### src/rtl/dadda_pkg.sv
package dadda_pkg;
  localparam int OP_W   = 4;            // operand width handled by the tree
  localparam int PROD_W = 2 * OP_W;     // product width
  localparam int SKIP_W = 4;            // carry-skip group width
  localparam int NCOL   = 2 * OP_W - 1; // weight columns in the partial-product array

  typedef logic [OP_W-1:0]              opnd_t;
  typedef logic [PROD_W-1:0]            prod_t;
  typedef logic [OP_W-1:0][OP_W-1:0]    ppm_t;  // ppm[i][j] = a[i] & b[j], weight i+j
endpackage

### src/rtl/dadda_cells.sv
// Half adder: two same-weight bits to a sum and a next-weight carry.
module dadda_ha (
  input  logic x,
  input  logic y,
  output logic s,
  output logic c
);
  assign s = x ^ y;
  assign c = x & y;
endmodule

// Full adder: three same-weight bits to a sum and a next-weight carry.
module dadda_fa (
  input  logic x,
  input  logic y,
  input  logic z,
  output logic s,
  output logic c
);
  logic xy;
  assign xy = x ^ y;
  assign s  = xy ^ z;
  assign c  = xy ? z : x;
endmodule

// 4:2 compressor. cout is formed from x1..x4 alone, so a row of these
// cells never ripples. Longest path: three XOR levels (x1^x2, ^(x3^x4), ^cin).
module dadda_cmp42 (
  input  logic x1,
  input  logic x2,
  input  logic x3,
  input  logic x4,
  input  logic cin,
  output logic sum,
  output logic carry,
  output logic cout
);
  logic p12, p34, p4;
  assign p12   = x1 ^ x2;
  assign p34   = x3 ^ x4;
  assign p4    = p12 ^ p34;
  assign cout  = p12 ? x3 : x1;
  assign sum   = p4 ^ cin;
  assign carry = p4 ? cin : x4;
endmodule

### src/rtl/dadda_ppgen.sv
// Partial-product array: one AND term per operand-bit pair.
module dadda_ppgen
  import dadda_pkg::*;
(
  input  opnd_t a,
  input  opnd_t b,
  output ppm_t  ppm
);
  for (genvar i = 0; i < OP_W; i++) begin : g_row
    for (genvar j = 0; j < OP_W; j++) begin : g_col
      assign ppm[i][j] = a[i] & b[j];
    end
  end
endmodule

### src/rtl/dadda_tree.sv
// Column heights by weight 0..6: 1 2 3 4 3 2 1.
// One stage brings every column to two bits or fewer:
//   w2 : half adder on two bits, one bit passes, carry feeds the w3 cell
//   w3 : 4:2 compressor (central column), cin from the w2 half adder
//   w4 : 4:2 compressor, cin from the w3 cell cout
//   w5 : full adder on three bits, the w4 cout passes
//   w6 : one bit passes plus the w5 carry
module dadda_tree
  import dadda_pkg::*;
(
  input  ppm_t  ppm,
  output prod_t row_a,
  output prod_t row_b
);
  logic s2, c2;
  logic s3, k3, o3;
  logic s4, k4, o4;
  logic s5, c5;

  dadda_ha u_w2 (.x(ppm[0][2]), .y(ppm[1][1]), .s(s2), .c(c2));

  dadda_cmp42 u_w3 (
    .x1(ppm[0][3]), .x2(ppm[1][2]), .x3(ppm[2][1]), .x4(ppm[3][0]),
    .cin(c2), .sum(s3), .carry(k3), .cout(o3)
  );

  dadda_cmp42 u_w4 (
    .x1(ppm[1][3]), .x2(ppm[2][2]), .x3(ppm[3][1]), .x4(k3),
    .cin(o3), .sum(s4), .carry(k4), .cout(o4)
  );

  dadda_fa u_w5 (.x(ppm[2][3]), .y(ppm[3][2]), .z(k4), .s(s5), .c(c5));

  assign row_a = {1'b0, ppm[3][3], s5, s4, s3, s2, ppm[0][1], ppm[0][0]};
  assign row_b = {1'b0, c5, o4, 1'b0, 1'b0, ppm[2][0], ppm[1][0], 1'b0};
endmodule

### src/rtl/dadda_skip_add.sv
// Carry-skip adder: ripple inside each GRP-bit group; a group whose bits
// all propagate passes its incoming carry straight to the next group.
// W must be a multiple of GRP.
module dadda_skip_add #(
  parameter int W   = 8,
  parameter int GRP = 4
) (
  input  logic [W-1:0] x,
  input  logic [W-1:0] y,
  input  logic         cin,
  output logic [W-1:0] s,
  output logic         cout
);
  localparam int NGRP = W / GRP;

  logic [NGRP:0] gc;
  assign gc[0] = cin;

  for (genvar g = 0; g < NGRP; g++) begin : g_grp
    logic [GRP:0]   rc;
    logic [GRP-1:0] pv;
    logic           gp;
    assign rc[0] = gc[g];
    for (genvar k = 0; k < GRP; k++) begin : g_bit
      localparam int B = g * GRP + k;
      assign pv[k]    = x[B] ^ y[B];
      assign s[B]     = pv[k] ^ rc[k];
      assign rc[k+1]  = (x[B] & y[B]) | (pv[k] & rc[k]);
    end
    assign gp      = &pv;
    assign gc[g+1] = gp ? gc[g] : rc[GRP];
  end

  assign cout = gc[NGRP];
endmodule

### src/rtl/dadda_mul4.sv
module dadda_mul4
  import dadda_pkg::*;
#(
  parameter bit REG_OUT = 1'b1
) (
  input  logic              clk,
  input  logic              rst,
  input  logic              in_valid,
  output logic              in_ready,
  input  logic [OP_W-1:0]   in_a,
  input  logic [OP_W-1:0]   in_b,
  output logic              out_valid,
  input  logic              out_ready,
  output logic [PROD_W-1:0] out_prod
);
  ppm_t  ppm;
  prod_t row_a, row_b, prod_c;
  logic  sum_cout;

  dadda_ppgen u_pp (.a(in_a), .b(in_b), .ppm(ppm));
  dadda_tree  u_tree (.ppm(ppm), .row_a(row_a), .row_b(row_b));
  dadda_skip_add #(.W(PROD_W), .GRP(SKIP_W)) u_add (
    .x(row_a), .y(row_b), .cin(1'b0), .s(prod_c), .cout(sum_cout)
  );

  if (REG_OUT) begin : g_reg
    logic  vld_q;
    prod_t prod_q;
    assign in_ready = !vld_q || out_ready;
    always_ff @(posedge clk) begin
      if (rst) begin
        vld_q  <= 1'b0;
        prod_q <= '0;
      end else if (in_ready) begin
        vld_q <= in_valid;
        if (in_valid) prod_q <= prod_c;
      end
    end
    assign out_valid = vld_q;
    assign out_prod  = prod_q;
  end else begin : g_comb
    assign in_ready  = out_ready;
    assign out_valid = in_valid;
    assign out_prod  = prod_c;
  end
endmodule

### config.mk
export PLATFORM = sky130hd
export DESIGN_NAME = dadda_mul4
export DESIGN_NICKNAME = d
export VERILOG_FILES = /design/src/rtl/dadda_pkg.sv /design/src/rtl/dadda_cells.sv /design/src/rtl/dadda_ppgen.sv /design/src/rtl/dadda_tree.sv /design/src/rtl/dadda_skip_add.sv /design/src/rtl/dadda_mul4.sv
export SDC_FILE = /design/constraint.sdc
export NUM_CORES = 1
export LEC_CHECK = 0
export BUFFER_PORTS_ARGS = -buffer_cell sky130_fd_sc_hd__buf_4
export CORE_AREA = 2 2 40 42
export DETAILED_ROUTE_END_ITERATION = 7
export DIE_AREA = 0 0 42 44
export PLACE_DENSITY = 0.78
export SLEW_MARGIN = 25
export SYNTH_ARGS = -nofsm -noshare
export SYNTH_HDL_FRONTEND = slang
export SYNTH_SLANG_ARGS = --single-unit
### constraint.sdc
create_clock -name clk -period 6.7 [get_ports clk]
set_input_delay 1.005 -clock clk [delete_from_list [all_inputs] [get_ports clk]]
set_output_delay 1.005 -clock clk [all_outputs]
set_load 0.02 [all_outputs]
## Word-level counts from Yosys, hierarchy flattened

Cells that the tools add are included.

- Shift operators: 0
- Magnitude comparators: 0
- Reductions and logical operators: 4
- Bitwise operators: 49
- Divide/modulo/power cells: 0
- $add $sub $neg: 0
- $mul: 0
- Equality and inequality tests: 0
- Multiplexer cells: 6

Operators with widths:

| cell | count |
|---|---|
| bitwise AND 1 bit | 26 |
| bitwise XOR 1 bit | 20 |
| 2-to-1 mux 1 bit | 6 |
| AND reduction 4 bit | 1 |
| bitwise OR 1 bit | 3 |
| AND reduction 2 bit | 1 |
| zero test 1 bit | 1 |
| logical OR 1 bit | 1 |

- Memories kept: 0
- Bits in writable memories: 0
- Register bits: 9
- Bits of input ports: 12
- Latch bits: 0
- Bits in read-only memories: 0

## Depth between registers and ports, before layout

Gate-level depths: netlist of run 1.

- Depth after elaboration: 13
- Depth in mapped cells: 11
- Depth with buffers taken out: 11

## By module

Synthesis of run 1 repeated with hierarchy kept, for this count alone.

- Cells, all modules: 122
- Area, all modules: 1173.6 µm²

By module, submodules not included:

| module | seq. area each (µm²) | cells an instance | instances | area an instance (µm²) |
|---|---|---|---|---|
| dadda_mul4 | 180.2 | 42 | 1 | 445.4 |
| dadda_skip_add | 0.0 | 30 | 1 | 332.8 |
| dadda_cmp42 | 0.0 | 7 | 2 | 62.6 |
| dadda_tree | 0.0 | 17 | 1 | 123.9 |
| dadda_ppgen | 0.0 | 16 | 1 | 100.1 |
| dadda_fa | 0.0 | 2 | 1 | 33.8 |
| dadda_ha | 0.0 | 1 | 1 | 12.5 |

## Least setup slack after synthesis of run 1

OpenSTA, ideal clock, no wires.

- Path kind: input to register
- Start: in in_b[1]
- End: reg g_reg.prod_q[6] (netlist: out_prod[6])
- Buffers on the path: 0
- Required time: 6.630 ns
- Arrival time: 3.414 ns
- Stages: 10
- Setup slack: 3.216 ns
- Setup time: 0.070 ns
- Path through: and2_2 > ha_1 > fa_1 > ha_1 > a21boi_1 > ha_1 > fa_1 > fa_1 > nand3_1 > a21oi_1

- Cells in the longest elaborated chain, start to end: 12
- Elaborated cells between the ends (all ways): 34
- Those cells by class: mux: 6; bitwise: 27; reduce/logical: 1

Ends and longest elaborated chain:

| what | RTL line | RTL |
|---|---|---|
| start: declaration | dadda_mul4.sv:11 | `input logic [OP_W-1:0] in_b,` |
| bitwise AND 1 bit | dadda_ppgen.sv:11 | `assign ppm[i][j] = a[i] & b[j];` |
| bitwise XOR 1 bit | dadda_cells.sv:40 | `assign p34 = x3 ^ x4;` |
| bitwise XOR 1 bit | dadda_cells.sv:41 | `assign p4 = p12 ^ p34;` |
| 2-to-1 mux 1 bit | dadda_cells.sv:44 | `assign carry = p4 ? cin : x4;` |
| bitwise XOR 1 bit | dadda_cells.sv:40 |  |
| bitwise XOR 1 bit | dadda_cells.sv:41 |  |
| 2-to-1 mux 1 bit | dadda_cells.sv:44 |  |
| bitwise XOR 1 bit | dadda_cells.sv:22 | `assign s = xy ^ z;` |
| bitwise XOR 1 bit | dadda_skip_add.sv:26 | `assign pv[k] = x[B] ^ y[B];` |
| bitwise AND 1 bit | dadda_skip_add.sv:28 | `assign rc[k+1] = (x[B] & y[B]) \| (pv[k] & rc[k]);` |
| bitwise OR 1 bit | dadda_skip_add.sv:28 |  |
| bitwise XOR 1 bit * | dadda_skip_add.sv:27 | `assign s[B] = pv[k] ^ rc[k];` |
| via prod_c[6] | dadda_mul4.sv:17 | `prod_t row_a, row_b, prod_c;` |
| end signal: assignment | dadda_mul4.sv:36 | `if (in_valid) prod_q <= prod_c;` |
| end: declaration | dadda_mul4.sv:28 | `prod_t prod_q;` |

The timed path passes the listed nets; every way through them passes the cells marked *.
A chain may end at the register's enable or synchronous reset.

## Final worst setup path of run 1

Same ends and word-level chain as after synthesis.

==> impl_metrics.prom, run 1 <==
# TYPE chip_impl_metric gauge
chip_impl_metric{name="hold_buffers",unit=""} 0
chip_impl_metric{name="grt_antenna_before_repair",unit=""} 0
chip_impl_info{name="tritoncts",value="yes"} 1
chip_impl_info{name="crit_path_start",value="in_b[1]"} 1
chip_impl_info{name="criticalPathCategory",value="in2reg"} 1
chip_impl_metric{name="final_layout_size_suffix_gt1_share",unit="%"} 30.8
chip_impl_metric{name="die-area",unit="mm2"} 0.00185
chip_impl_info{name="critical_path.cell_chain",value="buf_4 -> and2_2 -> ha_1 -> fa_1 -> ha_1 -> a21boi_1 -> ha_1 -> fa_1 -> fa_1 -> nand3_1 -> a21oi_1"} 1
chip_impl_metric{name="place_hpwl",unit="um"} 1120
chip_impl_info{name="worst_path_max_delay_cell",value="fa_1"} 1
chip_impl_metric{name="static-leakage-power",unit="uW"} 0.000413
chip_impl_metric{name="groute.usage.overall",unit="%"} 17.1
chip_impl_metric{name="filler_cell_count",unit=""} 131
chip_impl_metric{name="synth_edf_count",unit=""} 0
chip_impl_metric{name="detailed_place.area",unit="um2"} 868
chip_impl_metric{name="clock_path_buffers",unit=""} 2
chip_impl_metric{name="dieWidth",unit="um"} 42
chip_impl_metric{name="grt_first_pass_wirelength",unit="um"} 2390
chip_impl_metric{name="worst_clock_skew",unit="ns"} 0.00429
chip_impl_info{name="synth.area.top_cells",value="dfxtp_1, xnor2_1, ha_1, fa_1, and2_1"} 1
chip_impl_metric{name="top_area_cell_type_share_of_the_netlist_area",unit="%"} 25.7
chip_impl_info{name="startpoint_type",value="input pin"} 1
chip_impl_metric{name="cts.clk_slew.worst_paths",unit="ns"} 0.06
chip_impl_metric{name="tritoncts.num_buffers",unit=""} 3
chip_impl_metric{name="gpl.final_weighted_congestion",unit=""} 0.784
chip_impl_info{name="ctsRootBufferMaster",value="clkbuf_4"} 1
chip_impl_metric{name="cts-resized-gates",unit=""} 0
chip_impl_metric{name="p_total",unit="uW"} 161
chip_impl_metric{name="ys_seq_elements",unit=""} 9
chip_impl_metric{name="largest_net_degree_at_the_start_of_global_routing",unit=""} 11
chip_impl_metric{name="power_switching_share",unit="%"} 32.5
chip_impl_metric{name="synth_area",unit="um2"} 702
chip_impl_metric{name="switchingPower",unit="uW"} 52.2
chip_impl_metric{name="timing.hold.ws",unit="ns"} 0.454
chip_impl_info{name="cpLargestDelayFamily",value="adder cells"} 1
chip_impl_metric{name="fmax",unit="GHz"} 0.290
chip_impl_metric{name="ir_worst_vdd",unit="mV"} 0.146
chip_impl_metric{name="final_max_slew_viol_count",unit=""} 0
chip_impl_metric{name="critPathMaxStageDelay",unit="ns"} 0.49
chip_impl_metric{name="timing.critical_path.fanout_max",unit=""} 4
chip_impl_metric{name="core_region",unit="mm2"} 0.00142
chip_impl_metric{name="cp.required",unit="ns"} 6.90
chip_impl_metric{name="cap_violations",unit=""} 0
chip_impl_metric{name="yosysWarnings",unit=""} 0
chip_impl_metric{name="synth.distinct_cells",unit=""} 20
chip_impl_metric{name="fin_tns_setup",unit="ns"} 0
chip_impl_metric{name="first_iter_violations",unit=""} 8
chip_impl_metric{name="finalNonFillerCells",unit=""} 120
chip_impl_metric{name="synth.net_count",unit=""} 102
chip_impl_info{name="crit-reg2reg-launch",value="out_valid"} 1
chip_impl_metric{name="die-height",unit="um"} 44
chip_impl_metric{name="num_io_pins",unit=""} 22
chip_impl_metric{name="detail_route.first_pass.iterations",unit=""} 3
chip_impl_metric{name="power.combinational.fraction",unit="%"} 36.2
chip_impl_info{name="min_from",value="out_prod[5]"} 1
chip_impl_metric{name="final_antenna_net_count",unit=""} 0
chip_impl_metric{name="final_setup_violating_endpoints",unit=""} 0
chip_impl_info{name="min_path_type",value="reg2reg"} 1
chip_impl_metric{name="power_frac_clock",unit="%"} 26.3
chip_impl_info{name="postSynth.topFlopCell",value="dfxtp_1"} 1
chip_impl_metric{name="htree_levels",unit=""} 1
chip_impl_metric{name="power_density",unit="mW/mm2"} 179
chip_impl_metric{name="synth-seq-area-share",unit="%"} 25.7
chip_impl_metric{name="post-cts-setup-buffers",unit=""} 0
chip_impl_metric{name="postRouteWirelength",unit="um"} 1400
chip_impl_metric{name="worst-endpoint-arrival",unit="ns"} 3.65
chip_impl_metric{name="min_period_over_period",unit="%"} 51.4
chip_impl_metric{name="power.share.sequential",unit="%"} 37.5
chip_impl_metric{name="fin_area",unit="um2"} 896
chip_impl_metric{name="clock_latency",unit="ns"} 0.26
chip_impl_metric{name="antenna-diode-count",unit=""} 0
chip_impl_metric{name="ys_async_sr_fraction",unit="%"} 0
chip_impl_metric{name="timing_hold_violations_final",unit=""} 0
chip_impl_metric{name="power.internal",unit="uW"} 108
chip_impl_info{name="synth.largest_area_cell",value="dfxtp_1"} 1
chip_impl_metric{name="drt-vias-per-instance",unit=""} 5.11
chip_impl_metric{name="placed_cells",unit=""} 116
chip_impl_metric{name="synthesis.instances",unit=""} 82
chip_impl_metric{name="maxSlewHeadroom",unit="%"} 75.2
chip_impl_metric{name="remaining_drc_errors",unit=""} 0
chip_impl_metric{name="starting_density",unit="%"} 49.5
chip_impl_info{name="result_of_the_run",value="completed"} 1
chip_impl_info{name="cp-end-kind",value="flip-flop"} 1
chip_impl_metric{name="syn_area_per_cell",unit="um2"} 8.56
chip_impl_metric{name="io_buffer_count",unit=""} 21
chip_impl_info{name="unrepaired_setup_endpoints_after_global_routing",value="no"} 1
chip_impl_metric{name="finalNetCount",unit=""} 125
chip_impl_metric{name="post-route-min-period",unit="ns"} 3.45
chip_impl_metric{name="layout-area-overhead-vs-synth",unit="%"} 27.6
chip_impl_metric{name="worstPathBufferInverterCount",unit=""} 1
chip_impl_metric{name="grt_remaining_overflow",unit=""} 0
chip_impl_metric{name="tightest_slew",unit="ns"} 0.369
chip_impl_metric{name="core.rowCount",unit=""} 14
chip_impl_metric{name="cts.sink_count",unit=""} 9
chip_impl_metric{name="drt-wirelength-per-cell",unit="um"} 11.7
chip_impl_metric{name="route.vias.total",unit=""} 613
chip_impl_metric{name="grt_pass1_vias",unit=""} 586
## per-stage QoR
step           worst slack, ns  utilization, %
6_report                  3.25            63.1
5_1_grt                   3.14            63.1
4_1_cts                   3.24            63.1
3_5_place_dp              2.96            61.2
3_3_place_gp              3.04            61.2
2_1_floorplan             3.22               -
## area by class of cell
cell class / instances / area, um2 / share of cell area, %
Tap cell: 16 / 20.0 / 2.23
Multi-Input combinational cell: 69 / 507 / 56.6
Inverter: 1 / 3.75 / 0.419
Clock buffer: 3 / 22.5 / 2.51
Timing Repair Buffer: 21 / 158 / 17.6
Sequential cell: 9 / 180 / 20.1
Clock inverter: 1 / 5.00 / 0.559
## cell usage in the layout (no fill, tap or decap)
cell type / instances
a21boi_1: 1
and2_2: 3
nand2_1: 12
and2_1: 9
dfxtp_1: 9
nand3_1: 7
a21oi_1: 9
buf_4: 21
xnor2_1: 8
o21ai_0: 1
a21boi_0: 1
maj3_1: 1
nand2_2: 1
clkinv_2: 1
nand2b_1: 1
xnor3_1: 1
clkbuf_4: 3
nor2_1: 3
maj3_2: 3
fa_1: 3
inv_1: 1
ha_1: 5
## state kept, by name, indices dropped and copies added, names as in the netlist
register	flops
out_valid	1
out_prod	8
## final timing paths
path,endpoint,slack (ns),cells after the start
max,out_prod[6],3.25,11
min,out_prod[5],0.45,2
max reg2reg,out_prod[0],5.47,4
min reg2reg,out_prod[5],0.45,2
## cells by family after synthesis
| logic type | Yosys count | share of synthesized area, % |
|---|---|---|
| AO/OA/AOI/OAI | 12 | 9.27 |
| XOR/XNOR | 9 | 13.2 |
| adder cells (fa/ha/maj) | 12 | 23.7 |
| buffers and inverters | 4 | 2.14 |
| flip-flops | 9 | 25.7 |
| AND/OR/NAND/NOR | 36 | 26.0 |
## power groups by stage
stage	clock (uW)	combinational, uW	sequential [uW]
finish	42.3	58.2	60.2
detailed placement	0	58.8	61.3
global route	45.9	65.6	60.6
CTS	43.6	59.1	60.1
global placement	0	56.9	61.3
floorplan	0	33.6	66.7
## metal layers
layer / up-vias / global-route usage (%) / part of all wire [%]
li1: 316 / - / -
met1: 287 / 19.8 / 44
met2: 10 / 32.2 / 53
met3: 0 / 5.00 / 3.3
met4: 0 / 1.94 / 0
met5: - / 0 / 0
## Yosys cell counts, types with 3 or more instances
library cell,instances
a21oi_1,9
and2_1,9
and2_2,3
clkbuf_1,3
dfxtp_1,9
fa_1,3
ha_1,5
maj3_2,3
nand2_1,12
nand3_1,7
nor2_1,3
xnor2_1,8
## worst reg2reg max path, stage by stage (launching register included)
cell and delay, ns:
dfxtp_1 0.32, nand2b_1 0.28, nand2_1 0.28, a21oi_1 0.20
nor2_1 0.05
No activity file was read; power rests on OpenSTA's default activity.
==> inputs of run 2 (changes only) <==
--- a/config.mk
+++ b/config.mk
@@ -5,11 +5,12 @@
 export SDC_FILE = /design/constraint.sdc
 export NUM_CORES = 1
 export LEC_CHECK = 0
+export ABC_AREA = 1
 export BUFFER_PORTS_ARGS = -buffer_cell sky130_fd_sc_hd__buf_4
-export CORE_AREA = 2 2 40 42
+export CORE_AREA = 2 2 43 45
 export DETAILED_ROUTE_END_ITERATION = 7
-export DIE_AREA = 0 0 42 44
-export PLACE_DENSITY = 0.78
+export DIE_AREA = 0 0 45 47
+export PLACE_DENSITY = 0.75
 export SLEW_MARGIN = 25
 export SYNTH_ARGS = -nofsm -noshare
 export SYNTH_HDL_FRONTEND = slang
==> constraint.sdc (replaced) <==
create_clock -name clk -period 3.4 [get_ports clk]
set_input_delay 0.51 -clock clk [delete_from_list [all_inputs] [get_ports clk]]
set_output_delay 0.51 -clock clk [all_outputs]
set_load 0.02 [all_outputs]
==> impl_metrics.prom, run 2 <==
# TYPE chip_impl_metric gauge
chip_impl_metric{name="final_antenna_net_count",unit=""} 0
chip_impl_info{name="postSynth.topFlopCell",value="dfxtp_1"} 1
chip_impl_metric{name="drt-vias-per-instance",unit=""} 4.84
chip_impl_metric{name="critPathMaxStageDelay",unit="ns"} 0.43
chip_impl_metric{name="timing_hold_violations_final",unit=""} 0
chip_impl_metric{name="route.vias.total",unit=""} 798
chip_impl_metric{name="finalNetCount",unit=""} 169
chip_impl_metric{name="postRouteWirelength",unit="um"} 1630
chip_impl_metric{name="power_density",unit="mW/mm2"} 329
chip_impl_metric{name="ys_seq_elements",unit=""} 9
chip_impl_metric{name="synth_edf_count",unit=""} 0
chip_impl_info{name="synth.area.top_cells",value="dfxtp_1, nand2_1, nor2_1, ha_1, fa_1"} 1
chip_impl_metric{name="drt-wirelength-per-cell",unit="um"} 9.85
chip_impl_metric{name="core_region",unit="mm2"} 0.00165
chip_impl_metric{name="synthXorXnorAreaFrac",unit="%"} 4.23
chip_impl_info{name="final_common_cell",value="nand2_1"} 1
chip_impl_metric{name="reg2reg_slack",unit="ns"} 2.20
chip_impl_info{name="cpLargestDelayFamily",value="adder cells"} 1
chip_impl_metric{name="fin_tns_setup",unit="ns"} 0
chip_impl_metric{name="grt_remaining_overflow",unit=""} 0
chip_impl_info{name="critical_path.reg2reg.endpoint",value="out_prod[0]"} 1
chip_impl_metric{name="detail_route.first_pass.iterations",unit=""} 3
chip_impl_metric{name="cts.clk_slew.worst_paths",unit="ns"} 0.06
chip_impl_info{name="crit_path_start",value="in_b[2]"} 1
chip_impl_metric{name="synth.distinct_cells",unit=""} 19
chip_impl_info{name="crit-reg2reg-launch",value="out_valid"} 1
chip_impl_info{name="startpoint_type",value="input pin"} 1
chip_impl_metric{name="dieWidth",unit="um"} 45
chip_impl_metric{name="syn_area_per_cell",unit="um2"} 6.50
chip_impl_metric{name="starting_density",unit="%"} 48.4
chip_impl_metric{name="post-cts-setup-buffers",unit=""} 0
chip_impl_metric{name="remaining_drc_errors",unit=""} 0
chip_impl_metric{name="synth-simple-area-share",unit="%"} 39.3
chip_impl_metric{name="cts-resized-gates",unit=""} 0
chip_impl_metric{name="place_hpwl",unit="um"} 1460
chip_impl_info{name="unrepaired_setup_endpoints_after_global_routing",value="no"} 1
chip_impl_metric{name="worst_clock_skew",unit="ns"} 0.00429
chip_impl_info{name="cp-end-kind",value="flip-flop"} 1
chip_impl_metric{name="clock_path_buffers",unit=""} 2
chip_impl_metric{name="timing.hold.ws",unit="ns"} 0.416
chip_impl_metric{name="largest_net_degree_at_the_start_of_global_routing",unit=""} 11
chip_impl_metric{name="cp.required",unit="ns"} 3.54
chip_impl_metric{name="post-route-min-period",unit="ns"} 2.88
chip_impl_metric{name="clock_latency",unit="ns"} 0.25
chip_impl_metric{name="final_max_slew_viol_count",unit=""} 0
chip_impl_info{name="synthMostInstantiatedCell",value="nand2_1"} 1
chip_impl_info{name="critical_path.cell_chain",value="buf_4 -> nand2_1 -> inv_1 -> ha_1 -> fa_1 -> ha_1 -> o21ai_0 -> inv_1 -> ha_1 -> fa_1 -> fa_1 -> o21ai_0 -> nor2_1"} 1
chip_impl_metric{name="fmax",unit="GHz"} 0.347
chip_impl_metric{name="core.rowCount",unit=""} 15
chip_impl_metric{name="worst-endpoint-arrival",unit="ns"} 3.02
chip_impl_metric{name="static-leakage-power",unit="uW"} 0.000596
chip_impl_metric{name="synth_compound_gate_area_share",unit="%"} 10.2
chip_impl_metric{name="cap_violations",unit=""} 0
chip_impl_metric{name="maxSlewHeadroom",unit="%"} 75.8
chip_impl_info{name="criticalPathCategory",value="in2reg"} 1
chip_impl_info{name="synth_top_family_by_area",value="simple AND/OR/NAND/NOR gates"} 1
chip_impl_metric{name="antenna-diode-count",unit=""} 0
chip_impl_metric{name="groute.usage.overall",unit="%"} 16.6
chip_impl_metric{name="die-area",unit="mm2"} 0.00212
chip_impl_metric{name="hold_buffers",unit=""} 0
chip_impl_metric{name="first_iter_violations",unit=""} 6
chip_impl_metric{name="r2r_cells",unit=""} 5
chip_impl_info{name="ctsRootBufferMaster",value="clkbuf_4"} 1
chip_impl_metric{name="tritoncts.num_buffers",unit=""} 3
chip_impl_metric{name="post_synth_adder_cell_area",unit="%"} 15.3
chip_impl_metric{name="gpl.final_weighted_congestion",unit=""} 0.814
chip_impl_metric{name="layout-area-overhead-vs-synth",unit="%"} 25.7
chip_impl_metric{name="die-height",unit="um"} 47
chip_impl_metric{name="synth.net_count",unit=""} 143
chip_impl_info{name="layout_common_cells",value="nand2_1, nor2_1, buf_4, inv_1"} 1
chip_impl_metric{name="io_buffer_count",unit=""} 21
chip_impl_metric{name="muxShareOfSynthArea",unit="%"} 0
chip_impl_metric{name="min_period_over_period",unit="%"} 84.7
chip_impl_metric{name="largest_register_ffs",unit=""} 8
chip_impl_info{name="tritoncts",value="yes"} 1
chip_impl_metric{name="p_total",unit="uW"} 331
chip_impl_metric{name="synthesis.instances",unit=""} 123
chip_impl_metric{name="grt_pass1_vias",unit=""} 678
chip_impl_metric{name="yosysWarnings",unit=""} 0
chip_impl_metric{name="tightest_slew",unit="ns"} 0.363
chip_impl_info{name="synth.top_cells.by_count",value="nand2_1, nor2_1, inv_1, dfxtp_1, o21ai_0"} 1
chip_impl_metric{name="htree_levels",unit=""} 1
chip_impl_metric{name="cp.depth",unit=""} 13
chip_impl_info{name="result_of_the_run",value="completed"} 1
chip_impl_info{name="cp-endpoint",value="out_prod[6]"} 1
chip_impl_metric{name="worstPathBufferInverterCount",unit=""} 3
chip_impl_metric{name="num_io_pins",unit=""} 22
chip_impl_metric{name="final_layout_size_suffix_gt1_share",unit="%"} 27.0
chip_impl_metric{name="ys_async_sr_fraction",unit="%"} 0
chip_impl_metric{name="top_area_cell_type_share_of_the_netlist_area",unit="%"} 22.5
chip_impl_metric{name="synth_area",unit="um2"} 800
chip_impl_info{name="worst_path_max_delay_cell",value="fa_1"} 1
chip_impl_info{name="synth.largest_area_cell",value="dfxtp_1"} 1
chip_impl_info{name="min_path_type",value="in2reg"} 1
chip_impl_metric{name="filler_cell_count",unit=""} 167
chip_impl_metric{name="ir_worst_vdd",unit="mV"} 0.137
chip_impl_metric{name="grt_first_pass_wirelength",unit="um"} 2630
chip_impl_metric{name="synth-seq-area-share",unit="%"} 22.5
chip_impl_metric{name="timing.critical_path.fanout_max",unit=""} 5
chip_impl_metric{name="final_setup_violating_endpoints",unit=""} 0
chip_impl_metric{name="grt_antenna_before_repair",unit=""} 0
chip_impl_metric{name="cts.sink_count",unit=""} 9
==> run 2: per-stage QoR <==
stage          area [um2]  instances  utilization (%)  setup slack [ns]
3_5_place_dp          978        161             59.2             0.244
3_3_place_gp          978        161             59.2             0.303
6_report             1000        165             60.8             0.520
4_1_cts              1000        165             60.8             0.506
5_1_grt              1000        165             60.8             0.407
2_1_floorplan         800        123                -             0.507
==> run 2: cell type report <==
type	instances	area [um2]	share of cell area, %
Sequential cell	9	180	17.9
Tap cell	17	21.3	2.12
Multi-Input combinational cell	96	552	54.9
Clock buffer	4	26.3	2.62
Inverter	18	67.6	6.72
Timing Repair Buffer	21	158	15.7
==> run 2: layer usage <==
| layer | global-route usage [%] | wire length, um | up-vias | part of all wire (%) |
|---|---|---|---|---|
| li1 | - | - | 433 | - |
| met1 | 19.4 | 710 | 339 | 44 |
| met2 | 31.1 | 803 | 24 | 49 |
| met3 | 3.46 | 100 | 2 | 6.2 |
| met4 | 3.53 | 11 | 0 | 0.68 |
| met5 | 0 | 0 | - | 0 |
==> run 2: worst min path at each step <==
stage,startpoint,to,slack (ns),depth (start not counted)
after CTS,rst,out_valid,0.41,2
after global placement,out_prod[3],out_prod[3],0.47,2
after global routing,rst,out_valid,0.41,2
after detailed placement,out_prod[7],out_prod[7],0.47,2
final,rst,out_valid,0.42,2
after floorplan,out_prod[1],out_prod[1],0.56,2
==> run 2: worst register-to-register path: stages, from the launching register on <==
cell and delay (ns):
dfxtp_1 0.34, nand2_1 0.09, nand2_1 0.23, inv_1 0.20
o21ai_0 0.19, nor2_1 0.05
==> run 2: logic make-up after synthesis <==
group | after synthesis
AOI/OAI and AO/OA | 15
xor gates and xnor gates | 3
adders and majority gates | 8
buffers and inverters | 18
DFF | 9
and+or+nand+nor | 70
==> run 2: report_power, final <==
part | switching (uW) | leakage [uW] | total [uW] | internal [uW]
Combinational | 78.1 | 0.000506 | 132 | 54.1
Clock | 33.0 | 0.0000150 | 77.9 | 45.0
Sequential | 4.87 | 0.0000747 | 121 | 116
Total | 116 | 0.000596 | 331 | 215
==> inputs of run 3 (changes only) <==
--- a/config.mk
+++ b/config.mk
@@ -5,11 +5,11 @@
 export SDC_FILE = /design/constraint.sdc
 export NUM_CORES = 1
 export LEC_CHECK = 0
-export ABC_AREA = 1
+export ABC_AREA = 0
 export BUFFER_PORTS_ARGS = -buffer_cell sky130_fd_sc_hd__buf_4
-export CORE_AREA = 2 2 43 45
+export CORE_AREA = 2 2 41 43
 export DETAILED_ROUTE_END_ITERATION = 7
-export DIE_AREA = 0 0 45 47
+export DIE_AREA = 0 0 43 45
 export PLACE_DENSITY = 0.75
 export SLEW_MARGIN = 25
 export SYNTH_ARGS = -nofsm -noshare
==> constraint.sdc (replaced) <==
create_clock -name clk -period 3 [get_ports clk]
set_input_delay 0.45 -clock clk [delete_from_list [all_inputs] [get_ports clk]]
set_output_delay 0.45 -clock clk [all_outputs]
set_load 0.02 [all_outputs]
==> impl_metrics.prom, run 3 (same netlist as run 1, synthesis figures left out) <==
# TYPE chip_impl_metric gauge
chip_impl_info{name="result_of_the_run",value="completed"} 1
chip_impl_metric{name="route.vias.total",unit=""} 633
chip_impl_metric{name="grt_pass1_vias",unit=""} 614
chip_impl_info{name="cpLargestDelayFamily",value="adder cells"} 1
chip_impl_metric{name="final_setup_violating_endpoints",unit=""} 0
chip_impl_metric{name="ir_worst_vdd",unit="mV"} 0.315
chip_impl_metric{name="r2r_cells",unit=""} 5
chip_impl_metric{name="first_iter_violations",unit=""} 8
chip_impl_metric{name="grt_antenna_before_repair",unit=""} 0
chip_impl_metric{name="core.rowCount",unit=""} 14
chip_impl_metric{name="final_layout_size_suffix_gt1_share",unit="%"} 34.8
chip_impl_info{name="worst_path_max_delay_cell",value="fa_1"} 1
chip_impl_metric{name="fmax",unit="GHz"} 0.348
chip_impl_info{name="worst_hold_path.endpoint",value="out_prod[7]"} 1
chip_impl_info{name="crit-reg2reg-launch",value="out_valid"} 1
chip_impl_metric{name="maxSlewHeadroom",unit="%"} 76.3
chip_impl_metric{name="tightest_slew",unit="ns"} 0.356
chip_impl_metric{name="static-leakage-power",unit="uW"} 0.000449
chip_impl_info{name="unrepaired_setup_endpoints_after_global_routing",value="no"} 1
chip_impl_info{name="final_common_cell",value="buf_4"} 1
chip_impl_metric{name="drt-wirelength-per-cell",unit="um"} 11.3
chip_impl_info{name="critical_path.reg2reg.endpoint",value="out_prod[0]"} 1
chip_impl_metric{name="layout-area-overhead-vs-synth",unit="%"} 36.0
chip_impl_metric{name="cts.sink_count",unit=""} 9
chip_impl_metric{name="timing_hold_violations_final",unit=""} 0
chip_impl_metric{name="post-cts-setup-buffers",unit=""} 0
chip_impl_info{name="min_path_type",value="in2reg"} 1
chip_impl_metric{name="power_density",unit="mW/mm2"} 389
chip_impl_info{name="min_from",value="rst"} 1
chip_impl_metric{name="finalNetCount",unit=""} 133
chip_impl_metric{name="starting_density",unit="%"} 47.7
chip_impl_metric{name="core_region",unit="mm2"} 0.00147
chip_impl_metric{name="worst-endpoint-arrival",unit="ns"} 3.07
chip_impl_metric{name="drt-vias-per-instance",unit=""} 4.95
chip_impl_metric{name="dieWidth",unit="um"} 43
chip_impl_info{name="cp-end-kind",value="flip-flop"} 1
chip_impl_metric{name="htree_levels",unit=""} 1
chip_impl_info{name="critical_path.cell_chain",value="buf_4 -> and2_2 -> ha_1 -> fa_1 -> ha_1 -> a21boi_1 -> ha_1 -> fa_1 -> fa_1 -> nand3_1 -> a21oi_1"} 1
chip_impl_metric{name="clock_latency",unit="ns"} 0.26
chip_impl_metric{name="worst_clock_skew",unit="ns"} 0.00112
chip_impl_metric{name="cp.required",unit="ns"} 3.20
chip_impl_metric{name="largest_register_ffs",unit=""} 8
chip_impl_metric{name="postRouteWirelength",unit="um"} 1450
chip_impl_info{name="criticalPathCategory",value="in2reg"} 1
chip_impl_metric{name="final_util",unit="%"} 64.9
chip_impl_metric{name="cts-resized-gates",unit=""} 0
chip_impl_info{name="layout_common_cells",value="buf_4, nand2_1, and2_1, a21oi_1, dfxtp_1"} 1
chip_impl_info{name="tritoncts",value="yes"} 1
chip_impl_metric{name="die-area",unit="mm2"} 0.00194
chip_impl_metric{name="p_total",unit="uW"} 371
chip_impl_info{name="ctsRootBufferMaster",value="clkbuf_4"} 1
chip_impl_metric{name="final_antenna_net_count",unit=""} 0
chip_impl_metric{name="reg2reg_slack",unit="ns"} 1.77
chip_impl_metric{name="fin_tns_setup",unit="ns"} 0
chip_impl_metric{name="timing.critical_path.fanout_max",unit=""} 4
chip_impl_metric{name="antenna-diode-count",unit=""} 0
chip_impl_metric{name="post-route-min-period",unit="ns"} 2.87
chip_impl_metric{name="grt_first_pass_wirelength",unit="um"} 2390
chip_impl_metric{name="final_max_slew_viol_count",unit=""} 0
chip_impl_metric{name="largest_net_degree_at_the_start_of_global_routing",unit=""} 11
chip_impl_metric{name="cts.clk_slew.worst_paths",unit="ns"} 0.06
chip_impl_metric{name="clock_path_buffers",unit=""} 2
chip_impl_metric{name="die-height",unit="um"} 45
chip_impl_metric{name="grt_remaining_overflow",unit=""} 0
chip_impl_metric{name="worstPathBufferInverterCount",unit=""} 1
chip_impl_metric{name="detail_route.first_pass.iterations",unit=""} 4
chip_impl_metric{name="cap_violations",unit=""} 0
chip_impl_metric{name="hold-path-cell-count",unit=""} 2
chip_impl_metric{name="min_period_over_period",unit="%"} 95.7
chip_impl_metric{name="tritoncts.num_buffers",unit=""} 3
chip_impl_metric{name="timing.hold.ws",unit="ns"} 0.410
chip_impl_metric{name="num_io_pins",unit=""} 22
chip_impl_metric{name="gpl.final_weighted_congestion",unit=""} 0.821
chip_impl_metric{name="remaining_drc_errors",unit=""} 0
chip_impl_info{name="startpoint_type",value="input pin"} 1
chip_impl_metric{name="io_buffer_count",unit=""} 21
chip_impl_metric{name="groute.usage.overall",unit="%"} 16.5
chip_impl_metric{name="critPathMaxStageDelay",unit="ns"} 0.48
chip_impl_metric{name="hold_buffers",unit=""} 0
chip_impl_metric{name="place_hpwl",unit="um"} 1210
-- run 3: changes by cell type in the layout (fill, tap and decap cells not counted), moves of 4 or more --
cell	before	now
nand2_2	5	1
o21ai_0	9	1
nand3_1	3	7
a21oi_1	4	9
nor2_1	21	3
buf_4	21	29
nand2_1	32	12
xnor2_1	0	8
inv_1	15	1
and2_1	0	9
-- run 3: worst max-delay path by stage --
stage	startpoint	end	slack, ns	cells past startpoint
after global routing	in_b[1]	out_prod[6]	0.02	11
after detailed placement	in_b[1]	out_prod[6]	-0.15	11
after global placement	in_b[1]	out_prod[6]	-0.09	11
after floorplan	in_b[1]	out_prod[6]	0.07	10
final	in_b[1]	out_prod[6]	0.13	11
after CTS	in_b[1]	out_prod[6]	0.13	11
-- run 3: layout make-up --
class | count | area, um2
Clock buffer | 4 | 26.3
Fill cell | 126 | 517
Inverter | 1 | 3.75
Multi-Input combinational cell | 69 | 507
Sequential cell | 9 | 180
Tap cell | 16 | 20.0
Timing Repair Buffer | 29 | 218
-- run 3: worst register-to-register path, stage by stage (launching register included) --
cell,delay [ns]
dfxtp_1,0.31
nand2b_1,0.27
nand2_1,0.28
nor2_1,0.17
a21oi_1,0.06
nor2_1,0.09
-- run 3: report_power, final --
| part | internal (uW) | switching, uW |
|---|---|---|
| sequential | 130 | 4.97 |
| combinational | 71.6 | 67.9 |
| clock | 51.5 | 45.8 |
| total | 253 | 119 |
-- run 3: per-stage QoR --
step                      setup slack (ns)  cells  area, um2
after floorplan                     0.0708     82        702
after detailed placement            -0.150    124        928
final                                0.129    128        955
after global placement             -0.0943    124        928
after global routing                0.0232    128        955
after CTS                            0.127    128        955
-- run 3: per-layer routing --
layer  vias to the layer above  routed length (um)  global-route usage (%)
met5                         -                   0                       0
met4                         0                   0                    3.64
met3                         0                  55                    6.00
met2                         9                 784                    29.7
met1                       292                 606                    18.9
li1                        332                   -                       -
